File: config.mk
export PLATFORM = sky130hd
export DESIGN_NAME = loop_divider_pfd
export DESIGN_NICKNAME = d
export VERILOG_FILES = /design/src/rtl/lpd_pkg.sv /design/src/rtl/lpd_prescaler.sv /design/src/rtl/lpd_counter.sv /design/src/rtl/lpd_pfd.sv /design/src/rtl/loop_divider_pfd.sv
export SDC_FILE = /design/constraint.sdc
export NUM_CORES = 1
export LEC_CHECK = 0
export BUFFER_PORTS_ARGS = -buffer_cell sky130_fd_sc_hd__buf_4
export CAP_MARGIN = 20
export CORE_ASPECT_RATIO = 0.7
export CORE_MARGIN = 2
export CORE_UTILIZATION = 25
export DETAILED_ROUTE_END_ITERATION = 7
export GPL_TIMING_DRIVEN = 0
export PLACE_DENSITY = 0.49
export SLEW_MARGIN = 10
export SYNTH_ARGS = -nofsm -noshare
export SYNTH_HDL_FRONTEND = slang
export SYNTH_SLANG_ARGS = --single-unit
File: constraint.sdc
create_clock -name clk -period 1.5 [get_ports clk]
set_input_delay 0 -clock clk [delete_from_list [all_inputs] [get_ports clk]]
set_output_delay 0 -clock clk [all_outputs]
set_load 0.01 [all_outputs]
File: src/rtl/lpd_pkg.sv
package lpd_pkg;
  localparam int unsigned N_WIDTH  = 14;
  localparam int unsigned LO_RATIO = 8;
  localparam int unsigned HI_RATIO = 64;
endpackage

File: src/rtl/lpd_prescaler.sv
module lpd_prescaler #(
  parameter int unsigned LO_RATIO = lpd_pkg::LO_RATIO,
  parameter int unsigned HI_RATIO = lpd_pkg::HI_RATIO
) (
  input  logic clk,
  input  logic rst_n,
  input  logic lo_tick,
  input  logic hi_tick,
  input  logic band_act,
  output logic presc_tick
);
  localparam int unsigned MAXR = (LO_RATIO > HI_RATIO) ? LO_RATIO : HI_RATIO;
  localparam int unsigned CW   = (MAXR > 1) ? $clog2(MAXR) : 1;
  localparam logic [CW-1:0] LO_LAST = CW'(LO_RATIO - 1);
  localparam logic [CW-1:0] HI_LAST = CW'(HI_RATIO - 1);

  logic [CW-1:0] cnt_q, cnt_d;
  logic          sel_tick;
  logic [CW-1:0] last;
  logic          wrap;

  always_comb begin
    sel_tick   = band_act ? hi_tick : lo_tick;
    last       = band_act ? HI_LAST : LO_LAST;
    wrap       = (cnt_q == last);
    presc_tick = sel_tick && wrap;
    cnt_d      = cnt_q;
    if (sel_tick) begin
      cnt_d = wrap ? '0 : cnt_q + 1'b1;
    end
  end

  always_ff @(posedge clk or negedge rst_n) begin
    if (!rst_n) cnt_q <= '0;
    else        cnt_q <= cnt_d;
  end

  AST_PRESC_BOUND: assert property (@(posedge clk) disable iff (!rst_n)
    cnt_q <= (band_act ? HI_LAST : LO_LAST));
  AST_PRESC_IDLE: assert property (@(posedge clk) disable iff (!rst_n)
    (!lo_tick && !hi_tick) |=> $stable(cnt_q));
endmodule

File: src/rtl/lpd_counter.sv
module lpd_counter #(
  parameter int unsigned NW = lpd_pkg::N_WIDTH
) (
  input  logic          clk,
  input  logic          rst_n,
  input  logic          presc_tick,
  input  logic [NW-1:0] div_n,
  input  logic          band_req,
  output logic          band_act,
  output logic          fb_pulse
);
  logic [NW-1:0] cnt_q, cnt_d;
  logic [NW-1:0] n_q, n_d;
  logic          band_q, band_d;
  logic          term;

  always_comb begin
    term   = presc_tick && (cnt_q == n_q);
    cnt_d  = cnt_q;
    n_d    = n_q;
    band_d = band_q;
    if (presc_tick) begin
      if (term) begin
        cnt_d  = '0;
        n_d    = div_n;
        band_d = band_req;
      end else begin
        cnt_d  = cnt_q + 1'b1;
      end
    end
  end

  always_ff @(posedge clk or negedge rst_n) begin
    if (!rst_n) begin
      cnt_q    <= '0;
      n_q      <= '0;
      band_q   <= 1'b0;
      fb_pulse <= 1'b0;
    end else begin
      cnt_q    <= cnt_d;
      n_q      <= n_d;
      band_q   <= band_d;
      fb_pulse <= term;
    end
  end

  assign band_act = band_q;

  AST_CNT_BOUND: assert property (@(posedge clk) disable iff (!rst_n)
    cnt_q <= n_q);
  AST_SINGLE_PULSE: assert property (@(posedge clk) disable iff (!rst_n)
    fb_pulse |=> !fb_pulse);
  AST_N_HOLD: assert property (@(posedge clk) disable iff (!rst_n)
    !term |=> ($stable(n_q) && $stable(band_q)));
endmodule

File: src/rtl/lpd_pfd.sv
module lpd_pfd (
  input  logic clk,
  input  logic rst_n,
  input  logic fb_edge,
  input  logic ref_edge,
  output logic pump_src,
  output logic pump_snk
);
  logic src_q, src_d;
  logic snk_q, snk_d;
  logic clear;

  always_comb begin
    clear = src_q && snk_q;
    if (clear) begin
      src_d = fb_edge;
      snk_d = ref_edge;
    end else begin
      src_d = src_q || fb_edge;
      snk_d = snk_q || ref_edge;
    end
  end

  always_ff @(posedge clk or negedge rst_n) begin
    if (!rst_n) begin
      src_q <= 1'b0;
      snk_q <= 1'b0;
    end else begin
      src_q <= src_d;
      snk_q <= snk_d;
    end
  end

  assign pump_src = src_q;
  assign pump_snk = snk_q;

  AST_SRC_CAUSE: assert property (@(posedge clk) disable iff (!rst_n)
    $rose(pump_src) |-> $past(fb_edge));
  AST_SNK_CAUSE: assert property (@(posedge clk) disable iff (!rst_n)
    $rose(pump_snk) |-> $past(ref_edge));
  AST_OVERLAP_SHORT: assert property (@(posedge clk) disable iff (!rst_n)
    (pump_src && pump_snk && !(fb_edge && ref_edge)) |=> !(pump_src && pump_snk));
endmodule

File: src/rtl/loop_divider_pfd.sv
module loop_divider_pfd #(
  parameter int unsigned NW       = lpd_pkg::N_WIDTH,
  parameter int unsigned LO_RATIO = lpd_pkg::LO_RATIO,
  parameter int unsigned HI_RATIO = lpd_pkg::HI_RATIO
) (
  input  logic          clk,
  input  logic          rst_n,
  input  logic          lo_tick,
  input  logic          hi_tick,
  input  logic          band_hi,
  input  logic [NW-1:0] div_n,
  input  logic          ref_strobe,
  output logic          fb_pulse,
  output logic          pump_src,
  output logic          pump_snk
);
  logic [1:0] rst_sync_q;
  logic       rst_core_n;
  logic       presc_tick;
  logic       band_act;

  always_ff @(posedge clk or negedge rst_n) begin
    if (!rst_n) rst_sync_q <= 2'b00;
    else        rst_sync_q <= {rst_sync_q[0], 1'b1};
  end
  assign rst_core_n = rst_sync_q[1];

  lpd_prescaler #(.LO_RATIO(LO_RATIO), .HI_RATIO(HI_RATIO)) u_presc (
    .clk(clk), .rst_n(rst_core_n), .lo_tick(lo_tick), .hi_tick(hi_tick),
    .band_act(band_act), .presc_tick(presc_tick)
  );

  lpd_counter #(.NW(NW)) u_cnt (
    .clk(clk), .rst_n(rst_core_n), .presc_tick(presc_tick), .div_n(div_n),
    .band_req(band_hi), .band_act(band_act), .fb_pulse(fb_pulse)
  );

  lpd_pfd u_pfd (
    .clk(clk), .rst_n(rst_core_n), .fb_edge(fb_pulse), .ref_edge(ref_strobe),
    .pump_src(pump_src), .pump_snk(pump_snk)
  );

  AST_RESET_QUIET: assert property (@(posedge clk)
    !rst_core_n |-> (!fb_pulse && !pump_src && !pump_snk));
endmodule

==> results.toml, run 1 <==
[placed_design]
placement.cell_area_um2 = 2290
hpwl_um = 3020
place_worst_setup_slack_ns = -1.02
place.gp.congestion = 0.755
port-buffer-count = 22

[critical_path]
critical-path-slowest-cell = "or4_4"
setup.worst_path.class = "flip-flop to flip-flop"
cp_max_fo = 5
endpoint_of_the_worst_setup_timing_path = "u_cnt.n_q[8]"
worstPathArrival_ns = 2.16
rr_endpoint = "u_cnt.n_q[8]"
critPathMostFrequentCell = "buf_12"
ff2ff_path_depth = 7
cp_cell_sequence = "or4_4, and2_4, nor3_4, buf_12, nand2_8, buf_12, mux2_4"
crit_start = "u_presc.cnt_q[4]"
r2r_setup_slack_ns = -0.48
slowest_delay_ns = 0.53
worstPathRequired_ns = 1.68
crit_path_end_kind = "flip-flop"
startpoint_type = "flip-flop"
worstReg2RegStart = "u_presc.cnt_q[4]"

[pwr]
irDropWorstVdd_v = 0.000302
powerDensity_nw_per_um2 = 881
cellLeakagePower_nw = 1.39
design_power_total_mw = 2.61

[synthesis]
synth.top_cell.area_share_pct = 51.2
syn-instance-count = 172
mappedNetlistNets = 194
synth.yosys.seq_area_share_pct = 51.2
synth_area_per_cell_um2 = 11.4
syn_area_um2 = 1960
synth_enable_flop_cells = 0
postSynth.asyncResetShare_pct = 100
synthDistinctLibCells = 38
main_area_contributors_after_synthesis = "dfrtp_1 51%, mux2_4 6.9%, xor2_1 6.3%, mux2_2 4.0%, nand3_1 3.8%"
synth_top_flop_cell = "dfrtp_1"
ys_ff_latch = 40
synth-warning-count = 0
synth_largest_area_cell = "dfrtp_1"

[timing]
rsz0062_at_grt = "yes"
count_of_final_max_slew_check_failures = 0
setup_viol_count_final = 34
setup_ws_ns = -0.481
fmax_ghz = 0.505
clk_skew_ns = 0.00906
final_min_period_over_clock_period_pct = 132
period_needed_ns = 1.98
hold_viol_final = 0
fin_worst_hold_slack_ns = 0.0199

[final_layout]
most-common-layout-cells = "39 x buf_4, 39 x dfrtp_1, 18 x nand2_1"
layout.cell_area.non_filler_um2 = 2970
area_growth_syn_to_layout_pct = 51.6
finish.utilization_pct = 39.8
final_layout_size_suffix_gt1_share_pct = 39.9
number_of_inserted_diodes = 0
final_nets = 269

[clock_network]
cts_buffer_count = 5
htreeDepth = 2
cts-root-buf = "clkbuf_8"
clkLatencyLatePin_ns = 0.30
cts_tree = "done"
cts_num_sinks = 40
cts_buffer_depth = 2
clk_pin_slew_ns = 0.08

[floorplan]
rows = 26
core-area_um2 = 7450
floorplan.die.height_um = 78
top_level_ports = 23
die_area_um2 = 8560
die_x_um = 110
initial_utilization_pct = 26.3

[run_status]
violations = "negative setup slack"
run_status = "finished with violations"

[min_path]
hold_removal_path_class = "input port to async pin"

[drt]
routed-via-count = 1601
post_drt_via_cell_ratio = 4.63
detail-route-antenna-nets = 0
wirelength_um = 4830
number_of_detailed_route_iterations_in_the_first_pass = 4
drt-wirelength-per-cell_um = 13.9
remaining_drc_errors = 0
drt_iter0_markers = 126

[global_route]
grt_remaining_overflow = 0
grt_start_max_net_pins = 25
global_route.usage.total_pct = 12.6
grt_first_pass_wirelength_um = 8200
number_of_global_route_vias_before_repair = 1557
antenna_violations_before_repair = 0

[run]
max-cap-violations = 0
worst min-delay path by stage:
| stage | to | depth (start not counted) |
|---|---|---|
| after CTS | rst_sync_q[1] | 2 |
| after global placement | rst_sync_q[1] | 1 |
| after floorplan | rst_sync_q[0] | 0 |
| after global routing | rst_sync_q[1] | 2 |
| after detailed placement | rst_sync_q[0] | 1 |
| final | rst_sync_q[1] | 2 |
cells in the mapped netlist, types with 2 or more instances:
| master | count |
|---|---|
| nor2_1 | 5 |
| dfrtp_1 | 40 |
| o311ai_0 | 5 |
| xor2_1 | 14 |
| inv_1 | 2 |
| ha_1 | 2 |
| o2bb2ai_1 | 3 |
| nand4_1 | 2 |
| mux2_4 | 9 |
| and3_1 | 6 |
| a21oi_1 | 4 |
| nor3_1 | 3 |
| mux2_2 | 7 |
| nand2b_1 | 4 |
| nand2_1 | 18 |
| nor4_1 | 3 |
| xnor2_1 | 3 |
| nand3_1 | 15 |
| o21ai_0 | 8 |
sequential cells by signal (all words and copies together) (netlist names):
name	cells
u_cnt.cnt_q	14
u_cnt.n_q	14
u_presc.cnt_q	6
rst_sync_q	2
u_cnt.band_act	1
u_cnt.fb_pulse	1
u_pfd.pump_snk	1
u_pfd.pump_src	1
where the power goes:
group,switching [mW],total [mW],internal (mW)
sequential,0.123,1.30,1.18
combinational,0.235,0.541,0.306
clock,0.393,0.767,0.374
per-stage QoR:
stage | TNS, ns | instances
global placement | -33.90 | 292
detailed placement | -25.73 | 293
global route | -15.34 | 346
finish | -12.94 | 346
floorplan | -10.33 | 172
CTS | -14.30 | 334
kinds of logic (layout without fill, tap and decap cells):
family          after synthesis  after routing  synth area share, %
compound gates               27             27                 9.53
xor+xnor                     17             17                 7.61
mux                          17             17                 11.5
simple gates                 63             64                 17.4
flops                        40             40                 51.2
fa+ha+maj                     2              2                 1.28
buf+inv                       5             80                 1.34
other cells                   1              1                0.192
routing by layer:
layer / share of wire, % / up-vias / global-route usage [%]
li1: - / 777 / -
met1: 53 / 790 / 19.9
met2: 42 / 29 / 16.7
met3: 4.6 / 5 / 3.03
met4: 0.64 / 0 / 3.04
met5: 0 / - / 0
final cells by class:
cell class / count / area (um^2)
fill: 716 / 4480
multi-input combinational: 128 / 1070
sequential: 40 / 1000
timing repair buffer: 68 / 632
tap: 98 / 123
clock buffer: 7 / 86.3
buffer: 2 / 33.8
clock inverter: 1 / 7.51
inverter: 2 / 7.51
critical path, delay by kind of cell, from the launching register on:
family	cells	cell delay, ns
simple gates	4	0.90
flops	1	0.39
mux	1	0.29
buf+inv	2	0.28
repair_timing:
item,CTS,global route
cloned,2,0
setup buffers,15,14
hold buffers,17,0
hold endpoints to repair,18,0
pin swaps,6,3
gates resized for setup,23,12
setup endpoints to repair,33,33
Note: power is estimated with default switching activity, not from simulation.
==> inputs of run 2 (changes only) <==
- ABC_AREA: unset -> 1
- PLACE_DENSITY: 0.49 -> 0.48
==> run 2 against run 1 <==
Net effect: the run still ends with negative setup slack left; count of clock-buffer cells in the layout is 1 higher; clock power is 41% higher; power is 6.8% higher; maximum frequency is 30% higher; first-iteration DRC count is 5.6% higher; final cell count is 49% higher; synthesized area is 18% higher; clock skew is 0.0043 ns lower; synthesized cell count is 88% higher; die area is 17% higher; final area is 6.8% higher; register-to-register slack better by 0.46 ns; largest power group unchanged.
==> results.toml, run 2 <==
[synthesis]
syn_area_um2 = 2300
synth_largest_area_cell = "dfrtp_1"
synthDistinctLibCells = 27
ys_ff_latch = 40
main_area_contributors_after_synthesis = "dfrtp_1 44%, nand2_1 21%, inv_1 6.0%, nand4_1 5.4%, nand3_1 4.4%"
syn-instance-count = 323
mappedNetlistNets = 345
leading_cell_type_by_number_of_instances_after_synthesis = "nand2_1"
synth_enable_flop_cells = 0
synth_area_per_cell_um2 = 7.12
postSynth.asyncResetShare_pct = 100
synth_top_flop_cell = "dfrtp_1"
synth-warning-count = 0
synth.top_cell.area_share_pct = 43.5
synth.yosys.seq_area_share_pct = 43.5
yosys-top-cells-count = "131 x nand2_1, 40 x dfrtp_1, 37 x inv_1, 26 x nor2_1"

[critical_path]
r2r_setup_slack_ns = -0.03
path_depth = 10
worstReg2RegStart = "u_cnt.cnt_q[3]"
worstPathArrival_ns = 1.70
crit_path_end_kind = "flip-flop"
startpoint_type = "flip-flop"
endpoint_of_the_worst_setup_timing_path = "u_cnt.cnt_q[6]"
worstPathRequired_ns = 1.67
crit_start = "u_cnt.cnt_q[3]"
cp_cell_sequence = "inv_2, nand2_1, nand2_1, nor2_1, nand2_1, nor2_4, nand2_2, buf_4, nand3_1, nand2_1"
rr_endpoint = "u_cnt.cnt_q[6]"
slowest_delay_ns = 0.43
critical-path-slowest-cell = "dfrtp_2"
ff2ff_path_depth = 10
total_buffers_and_inverters_traversed_by_the_critical_path = 2
critPathMostFrequentCell = "nand2_1"
setup.worst_path.class = "flip-flop to flip-flop"
critical_path.top_delay_family = "simple AND/OR/NAND/NOR gates"
cp_max_fo = 5

[final_layout]
number_of_inserted_diodes = 0
layout.filler_cells = 1008
seq_area_um2 = 1020
most-common-layout-cells = "126 x nand2_1, 44 x buf_4, 37 x inv_1"
layout.cell_area.non_filler_um2 = 3170
final_nets = 411
multi_input_comb_area_um2 = 1100
area_growth_syn_to_layout_pct = 37.8
final_layout_size_suffix_gt1_share_pct = 24.6
top_regs = "u_cnt.cnt_q (14), u_cnt.n_q (14), u_presc.cnt_q (6)"
layout_commonest_cell = "nand2_1"

[placed_design]
hpwl_um = 4080
port-buffer-count = 22
placement.cell_area_um2 = 2640
place.gp.congestion = 0.787

[clock_network]
clkLatencyLatePin_ns = 0.29
cts-root-buf = "clkbuf_16"
cts_num_sinks = 40
htreeDepth = 2
clk_pin_slew_ns = 0.06
cts_buffer_depth = 2
cts_buffer_count = 5
cts_tree = "done"

[drt]
wirelength_um = 5790
drt-wirelength-per-cell_um = 11.3
remaining_drc_errors = 0
routed-via-count = 2107
drt_iter0_markers = 133
number_of_detailed_route_iterations_in_the_first_pass = 4
post_drt_via_cell_ratio = 4.10
detail-route-antenna-nets = 0

[min_path]
hold_removal_path_class = "input port to async pin"

[pwr]
irDropWorstVdd_v = 0.000730
design_power_total_mw = 2.79
cellLeakagePower_nw = 1.61
powerDensity_nw_per_um2 = 880

[run_status]
run_status = "finished with violations"
violations = "negative setup slack"

[timing]
period_needed_ns = 1.53
clk_skew_ns = 0.00479
setup_ws_ns = -0.0254
count_of_final_max_slew_check_failures = 0
hold_viol_final = 0
fmax_ghz = 0.656
rsz0062_at_grt = "yes"
setup_viol_count_final = 16
fin_worst_hold_slack_ns = 0.0216
final_min_period_over_clock_period_pct = 102

[floorplan]
core-area_um2 = 9000
die_area_um2 = 9990
floorplan.die.height_um = 84.2
die_x_um = 119
initial_utilization_pct = 25.6
rows = 29
top_level_ports = 23

[global_route]
grt_first_pass_wirelength_um = 9760
antenna_violations_before_repair = 0
number_of_global_route_vias_before_repair = 2030
global_route.usage.total_pct = 12.4
grt_start_max_net_pins = 24
grt_remaining_overflow = 0

[run]
max-cap-violations = 0
## run 2: cell count changes after synthesis, sizes merged, moves of 7 or more
cell	previous run	this run
nand2	20	132
inv	2	47
nor2	5	29
nand4	2	20
mux2	16	1
buf	2	9
nand3	15	22
## run 2: worst min-delay path by stage
stage	cells past startpoint	slack, ns	from	to
after global placement	1	-0.22	rst_n	rst_sync_q[0]
after global routing	2	0.02	rst_n	rst_sync_q[1]
after CTS	2	0.02	rst_n	rst_sync_q[1]
after floorplan	0	-0.30	rst_n	rst_sync_q[0]
after detailed placement	1	-0.22	rst_n	rst_sync_q[0]
final	2	0.02	rst_n	rst_sync_q[1]
## run 2: cell type report
type                       count  share of cell area [%]
multi-input combinational    227                    34.6
sequential                    40                    32.1
inverter                      47                    5.57
buffer                         9                    2.41
clock buffer                   8                    4.62
tap                          124                    4.90
timing repair buffer          59                    15.8
## run 2: report_power, final
| group | total [mW] | leakage, nW | internal [mW] | switching [mW] |
|---|---|---|---|---|
| combinational | 0.444 | 1.03 | 0.214 | 0.231 |
| sequential | 1.26 | 0.509 | 1.17 | 0.0883 |
| clock | 1.08 | 0.0712 | 0.664 | 0.420 |
| total | 2.79 | 1.61 | 2.05 | 0.740 |
## run 2: cells by family after synthesis
kind of cell	synth area share [%]
AOI/OAI and AO/OA	1.90
xor gates and xnor gates	3.43
and+or+nand+nor	39.4
muxes	0.490
DFF	43.5
buffers and inverters	10.0
adders and majority gates	1.09
other	0.163
## run 2: what timing repair did
item / 4_1_cts / 5_1_grt
endpoints found under the setup margin: 32 / 32
endpoints found under the hold margin: 18 / 0
resized for setup: 20 / 11
setup buffers: 15 / 3
gates cloned: 1 / 0
hold buffers: 17 / 0
pin swaps: 5 / 3
## run 2: metrics by stage
stage / setup slack (ns) / std cells / utilization, % / TNS (ns)
global placement: -0.313 / 469 / 29.1 / -17.93
floorplan: 0.0390 / 323 / - / 0
detailed placement: -0.244 / 470 / 29.4 / -5.82
finish: -0.0254 / 514 / 35.2 / -0.199
CTS: -0.0173 / 511 / 34.7 / -0.170
global route: -0.137 / 514 / 35.2 / -3.14
## run 2: layer usage
metal | global-route usage (%) | vias up | routed length, um
li1 | - | 1132 | -
met1 | 18.3 | 924 | 3200
met2 | 17.1 | 43 | 2220
met3 | 3.26 | 8 | 282
met4 | 4.55 | 0 | 85
met5 | 0 | - | 0
## run 2: worst reg2reg max path, stage by stage (launching register included)
cell and delay (ns):
dfrtp_2 0.43, inv_2 0.08, nand2_1 0.06, nand2_1 0.05, nor2_1 0.09, nand2_1 0.09, nor2_4 0.20, nand2_2 0.12
buf_4 0.18, nand3_1 0.07, nand2_1 0.05
